[config.mk]
export PLATFORM = sky130hd
export DESIGN_NAME = stack_regfile
export DESIGN_NICKNAME = d
export VERILOG_FILES = /design/src/rtl/stack_rf_pkg.sv /design/src/rtl/stack_rf_check.sv /design/src/rtl/stack_rf_store.sv /design/src/rtl/stack_regfile.sv
export SDC_FILE = /design/constraint.sdc
export NUM_CORES = 1
export LEC_CHECK = 0
export BUFFER_PORTS_ARGS = -buffer_cell sky130_fd_sc_hd__buf_4
export CELL_PAD_IN_SITES_DETAIL_PLACEMENT = 0
export CELL_PAD_IN_SITES_GLOBAL_PLACEMENT = 1
export CORE_ASPECT_RATIO = 0.5
export CORE_MARGIN = 10
export CORE_UTILIZATION = 46
export CTS_CLUSTER_SIZE = 20
export DETAILED_ROUTE_END_ITERATION = 12
export PLACE_DENSITY = 0.77
export SETUP_SLACK_MARGIN = 0.02
export SYNTH_ARGS = -nofsm -noshare
export SYNTH_HDL_FRONTEND = slang
export SYNTH_HIERARCHICAL = 1
export SYNTH_SLANG_ARGS = --single-unit
[constraint.sdc]
create_clock -name clk_i -period 6.5 [get_ports clk_i]
set_input_delay 0.325 -clock clk_i [delete_from_list [all_inputs] [get_ports clk_i]]
set_output_delay 0.325 -clock clk_i [all_outputs]
set_load 0.01 [all_outputs]
[src/rtl/stack_rf_pkg.sv]
package stack_rf_pkg;
  localparam logic [2:0] OP_NOP   = 3'd0;
  localparam logic [2:0] OP_PUSH  = 3'd1;
  localparam logic [2:0] OP_POP   = 3'd2;
  localparam logic [2:0] OP_READ  = 3'd3;
  localparam logic [2:0] OP_WRITE = 3'd4;
  localparam logic [2:0] OP_BINOP = 3'd5;

  localparam logic [1:0] ERR_NONE  = 2'b00;
  localparam logic [1:0] ERR_OVER  = 2'b01;
  localparam logic [1:0] ERR_UNDER = 2'b10;
endpackage

[src/rtl/stack_rf_check.sv]
module stack_rf_check
  import stack_rf_pkg::*;
#(
  parameter int MAX_DEPTH = 8,
  parameter int SZ_W      = $clog2(MAX_DEPTH + 1),
  parameter int IDX_W     = (MAX_DEPTH > 1) ? $clog2(MAX_DEPTH) : 1
) (
  input  logic [2:0]       op_i,
  input  logic [SZ_W-1:0]  off_i,
  input  logic [SZ_W-1:0]  size_i,
  output logic             err_o,
  output logic [1:0]       err_code_o,
  output logic             wr_en_o,
  output logic [IDX_W-1:0] wr_idx_o,
  output logic             rd_en_o,
  output logic [IDX_W-1:0] rd_idx_o,
  output logic [SZ_W-1:0]  size_nxt_o
);
  localparam logic [SZ_W-1:0] MAX_SZ = SZ_W'(MAX_DEPTH);
  localparam logic [SZ_W-1:0] ONE    = SZ_W'(1);
  localparam logic [SZ_W-1:0] TWO    = SZ_W'(2);

  logic [SZ_W-1:0] top_pos, off_pos, second_pos;
  logic            off_ok;

  assign top_pos    = size_i - ONE;
  assign second_pos = size_i - TWO;
  assign off_pos    = size_i - ONE - off_i;
  assign off_ok     = off_i < size_i;

  always_comb begin
    err_o      = 1'b0;
    err_code_o = ERR_NONE;
    wr_en_o    = 1'b0;
    wr_idx_o   = '0;
    rd_en_o    = 1'b0;
    rd_idx_o   = '0;
    size_nxt_o = size_i;
    unique case (op_i)
      OP_PUSH: begin
        if (size_i >= MAX_SZ) begin
          err_o      = 1'b1;
          err_code_o = ERR_OVER;
        end else begin
          wr_en_o    = 1'b1;
          wr_idx_o   = IDX_W'(size_i);
          size_nxt_o = size_i + ONE;
        end
      end
      OP_POP: begin
        if (size_i == '0) begin
          err_o      = 1'b1;
          err_code_o = ERR_UNDER;
        end else begin
          rd_en_o    = 1'b1;
          rd_idx_o   = IDX_W'(top_pos);
          size_nxt_o = top_pos;
        end
      end
      OP_READ: begin
        if (!off_ok) begin
          err_o      = 1'b1;
          err_code_o = ERR_UNDER;
        end else begin
          rd_en_o  = 1'b1;
          rd_idx_o = IDX_W'(off_pos);
        end
      end
      OP_WRITE: begin
        if (!off_ok) begin
          err_o      = 1'b1;
          err_code_o = ERR_UNDER;
        end else begin
          wr_en_o  = 1'b1;
          wr_idx_o = IDX_W'(off_pos);
        end
      end
      OP_BINOP: begin
        if (size_i < TWO) begin
          err_o      = 1'b1;
          err_code_o = ERR_UNDER;
        end else begin
          wr_en_o    = 1'b1;
          wr_idx_o   = IDX_W'(second_pos);
          size_nxt_o = top_pos;
        end
      end
      default: ;
    endcase
  end
endmodule

[src/rtl/stack_rf_store.sv]
module stack_rf_store #(
  parameter int DATA_W    = 32,
  parameter int MAX_DEPTH = 8,
  parameter int IDX_W     = (MAX_DEPTH > 1) ? $clog2(MAX_DEPTH) : 1
) (
  input  logic              clk_i,
  input  logic              we_i,
  input  logic [IDX_W-1:0]  widx_i,
  input  logic [DATA_W-1:0] wdata_i,
  input  logic [IDX_W-1:0]  ridx_i,
  output logic [DATA_W-1:0] rdata_o
);
  logic [DATA_W-1:0] slot_q [MAX_DEPTH];

  for (genvar i = 0; i < MAX_DEPTH; i++) begin : g_slot
    always_ff @(posedge clk_i) begin
      if (we_i && widx_i == IDX_W'(i)) slot_q[i] <= wdata_i;
    end
  end

  always_comb begin
    rdata_o = '0;
    for (int j = 0; j < MAX_DEPTH; j++) begin
      if (ridx_i == IDX_W'(j)) rdata_o = slot_q[j];
    end
  end
endmodule

[src/rtl/stack_regfile.sv]
module stack_regfile
  import stack_rf_pkg::*;
#(
  parameter int DATA_W    = 32,
  parameter int MAX_DEPTH = 8,
  localparam int SZ_W     = $clog2(MAX_DEPTH + 1),
  localparam int IDX_W    = (MAX_DEPTH > 1) ? $clog2(MAX_DEPTH) : 1
) (
  input  logic              clk_i,
  input  logic              rst_ni,
  input  logic [2:0]        op_i,
  input  logic [SZ_W-1:0]   off_i,
  input  logic [DATA_W-1:0] wdata_i,
  output logic [DATA_W-1:0] rdata_o,
  output logic [SZ_W-1:0]   size_o,
  output logic              err_valid_o,
  output logic [1:0]        err_code_o
);
  logic [SZ_W-1:0]   size_q, size_nxt;
  logic [DATA_W-1:0] rdata_q, slot_rd;
  logic              err_q, err_nxt;
  logic [1:0]        code_q, code_nxt;
  logic              wr_en, rd_en;
  logic [IDX_W-1:0]  wr_idx, rd_idx;

  stack_rf_check #(.MAX_DEPTH(MAX_DEPTH), .SZ_W(SZ_W), .IDX_W(IDX_W)) u_check (
    .op_i       (op_i),
    .off_i      (off_i),
    .size_i     (size_q),
    .err_o      (err_nxt),
    .err_code_o (code_nxt),
    .wr_en_o    (wr_en),
    .wr_idx_o   (wr_idx),
    .rd_en_o    (rd_en),
    .rd_idx_o   (rd_idx),
    .size_nxt_o (size_nxt)
  );

  stack_rf_store #(.DATA_W(DATA_W), .MAX_DEPTH(MAX_DEPTH), .IDX_W(IDX_W)) u_store (
    .clk_i   (clk_i),
    .we_i    (wr_en),
    .widx_i  (wr_idx),
    .wdata_i (wdata_i),
    .ridx_i  (rd_idx),
    .rdata_o (slot_rd)
  );

  always_ff @(posedge clk_i or negedge rst_ni) begin
    if (!rst_ni) begin
      size_q  <= '0;
      rdata_q <= '0;
      err_q   <= 1'b0;
      code_q  <= ERR_NONE;
    end else begin
      size_q <= size_nxt;
      err_q  <= err_nxt;
      code_q <= code_nxt;
      if (rd_en) rdata_q <= slot_rd;
    end
  end

  assign size_o      = size_q;
  assign rdata_o     = rdata_q;
  assign err_valid_o = err_q;
  assign err_code_o  = code_q;
endmodule

==> qor.txt <==
result of the run: finished clean
Avg Vias per Cell: 5.67
number of endpoints failing setup at the final stage: 0
worst-margin pin slew: 1200 ps
net count after synthesis: 885
share of flip-flops with an asynchronous set or reset: 0.132
die width: 255 um
setup_tns: 0 ps
DRC Markers: 0
minimum clock period: 4560 ps
Highest Clock Rate: 0.219 GHz
number of maximum-capacitance constraint violations: 0
Placed Area: 0.0135 sq mm
average instance area after synthesis: 15.3 sq um
post-synth cell types: 54
Gate Count Post-Synth: 830
antenna violation net count after detailed routing: 0
mux cell area share after synthesis: 0.0887
Detailed Place HPWL: 14800 um
ranking of synthesized cells by area: sky130_fd_sc_hd__edfxtp_1 (61%), sky130_fd_sc_hd__dfrtp_1 (7.7%), sky130_fd_sc_hd__mux2i_1 (5.1%)
critical path capture point type: flip-flop
post-route standard cell area excluding fillers: 0.0144 sq mm
sequential cell area fraction in the yosys report: 0.684
Hold WS: 18.5 ps
compound-gate portion of the synthesized area: 0.115
number of nets in the final layout: 952
adder and majority gate portion of the synthesized area: 0.0144
DIE AREA: 0.0350 sq mm
path type of the worst min-delay path: in -> reg
fraction of layout cells with a size suffix above 1: 0.222
endpoint of the lowest-slack register-to-register path: rdata_o[0]$_DFFE_PN0P_
worst-case reg-to-reg path depth: 11
basic-gate share of the synthesized area counting and, or, nand and nor cells: 0.0622
Worst-path clk slew: 70 ps
CTS tree: yes
final estimated routing congestion in global placement: 0.789
P&R area growth vs syn: 13.8%
number of failing hold endpoints at the final stage: 0
number of buffer and inverter stages on the critical path: 1
Cell Pwr Density: 370 mW/mm^2
EDFF count, synth: 256
number of levels in the clock H-tree: 1
wire length of the first global-routing pass: 42900 um
largest net degree at the start of global routing: 130
first-pass iteration count of the detailed router: 5
P_leak: 4.81 nW
number of resized instances in the post-cts repair step: 0
gr ovfl total: 0
area share of the largest cell type after synthesis: 0.607
Synth Area in XOR/XNOR: 0.00276
slack of the worst reg-to-reg path: 1940 ps
slowest stage delay, CP: 1100 ps
wire per inst: 21.7 um
number of buffers on the longest clock path: 3
CP Launch Point: size_o[0]$_DFF_PN0_
delay-heaviest family, CP: compound AO/OA/AOI/OAI gates
CP Depth: 11
clock root buffer master: sky130_fd_sc_hd__clkbuf_16
# Post-CTS Setup Buffers: 0
Floorplan Core Area: 0.0268 sq mm
Final Skew: 17.8 ps
vias: 7189
cell type contributing the most total cell area after synthesis: sky130_fd_sc_hd__edfxtp_1
number of global-route vias before repair: 7280
worst-skew pair later-pin latency: 530 ps
final wirelength: 27500 um
Required @ worst endpoint: 6960 ps
Boundary Pins: 80
arrival time at the worst endpoint: 5020 ps
maximum VDD drop: 0.199 mV
effective utilization at floorplan: 0.473
initial antenna violation count: 0
worst slew slack as a fraction of its limit: 0.200
top fanout value on the critical path: 26
CTS sink count: 295
Slowest cell on crit path: sky130_fd_sc_hd__nor2b_4
TritonCTS buffer count: 26
Final period util: 0.702
netlist area before placement: 0.0127 sq mm
most frequent standard cell in the layout excluding fill and tap cells: sky130_fd_sc_hd__edfxtp_1
capturing element of the worst setup path: rdata_o[0]$_DFFE_PN0P_
combinational family with the most area after synthesis: compound AO/OA/AOI/OAI gates
critical path cell sequence: inv_1 -> ha_1 -> fa_1 -> xnor2_1 -> a31oi_1 -> o22ai_4 -> nor2b_4 -> a221oi_1 -> a21oi_1 -> o31a_1 -> mux2_2
commonest cells after routing, fill and taps aside: sky130_fd_sc_hd__edfxtp_1 (256), sky130_fd_sc_hd__buf_4 (90), sky130_fd_sc_hd__nand2_1 (75), sky130_fd_sc_hd__mux2i_1 (65), sky130_fd_sc_hd__a21oi_1 (60)
Main synth FF type: sky130_fd_sc_hd__edfxtp_1
count of warnings emitted by yosys: 6
Max Slew Vio Count: 0
cell row count: 42
startpoint-to-endpoint class of the critical path: reg -> reg
setup repair after global routing missed its margin: no
Buffers on Ports: 79
flops & latches, synth: 295
critical path launch point type: flip-flop
final antenna diode count: 0
violation count after the first detailed-route iteration: 589
reg-to-reg startpoint: size_o[0]$_DFF_PN0_
GRT Util Overall: 0.158
overall die height: 137 um
## how the worst min path moves through the flow
stage               depth (start not counted)        start  slack, ps                         endpoint
finish                                      1  wdata_i[23]         20  u_store/slot_q[1][23]$_DFFE_PP_
global route                                1  wdata_i[11]          3  u_store/slot_q[1][43]$_DFFE_PP_
CTS                                         1  wdata_i[23]        0.6  u_store/slot_q[1][23]$_DFFE_PP_
detailed placement                          1       rst_ni        410              size_o[0]$_DFF_PN0_
global placement                            1       rst_ni        410              size_o[0]$_DFF_PN0_
floorplan                                   0       rst_ni         30          err_code_o[0]$_DFF_PN0_
## state kept, by name, summed over array words and instances (netlist names)
name,cells
u_store/slot_q,256
size_o,4
rdata_o,32
err_valid_o,1
err_code_o,2
## area by class of cell
cell class / count / area [sq um]
Clock buffer: 39 / 749
Clock inverter: 9 / 86.3
Fill cell: 2151 / 12400
Inverter: 7 / 26.3
Multi-Input combinational cell: 470 / 3690
Sequential cell: 295 / 8660
Tap cell: 352 / 440
Timing Repair Buffer: 97 / 766
## Yosys cell counts (all sizes together) (6+ instances only)
cell type,instances
a21oi,61
clkbuf,14
o211ai,13
or2,26
mux2i,65
nand2b,9
o31a,26
o22ai,6
inv,7
edfxtp,256
a22oi,28
nor2,24
dfrtp,39
mux2,32
a221oi,26
o21ai,19
buf,44
ha,13
nand2,76
## metrics by stage
stage          cells  power, mW   util  worst slack, ps
2_1_floorplan    830       3.40      -             1850
3_3_place_gp    1216       3.87  0.505             2110
3_5_place_dp    1216       3.88  0.505             1990
4_1_cts         1268       5.39  0.538             1960
5_1_grt         1269       5.60  0.538             1630
6_report        1269       5.33  0.538             1940
## timing repair
item	CTS	global route
endpoints found under the hold margin	56	4
setup endpoints to repair	0	0
hold buffers	4	1
## power breakdown
group / switching, mW / internal, mW
combinational: 0.748 / 0.698
clock: 0.656 / 0.841
sequential: 0.129 / 2.26
## cell families after synthesis
| group | after synthesis |
|---|---|
| compound gates | 193 |
| xor+xnor | 4 |
| fa+ha+maj | 14 |
| buf+inv | 65 |
| flops | 295 |
| mux | 97 |
| simple gates | 162 |
## layer usage
metal,GRT usage,vias up,share of wire
li1,-,3333,-
met2,0.267,171,0.49
met1,0.216,3656,0.45
met5,0,-,0
met4,0.0260,0,0.012
met3,0.0244,29,0.050
Note: power is estimated with default switching activity, not from simulation.
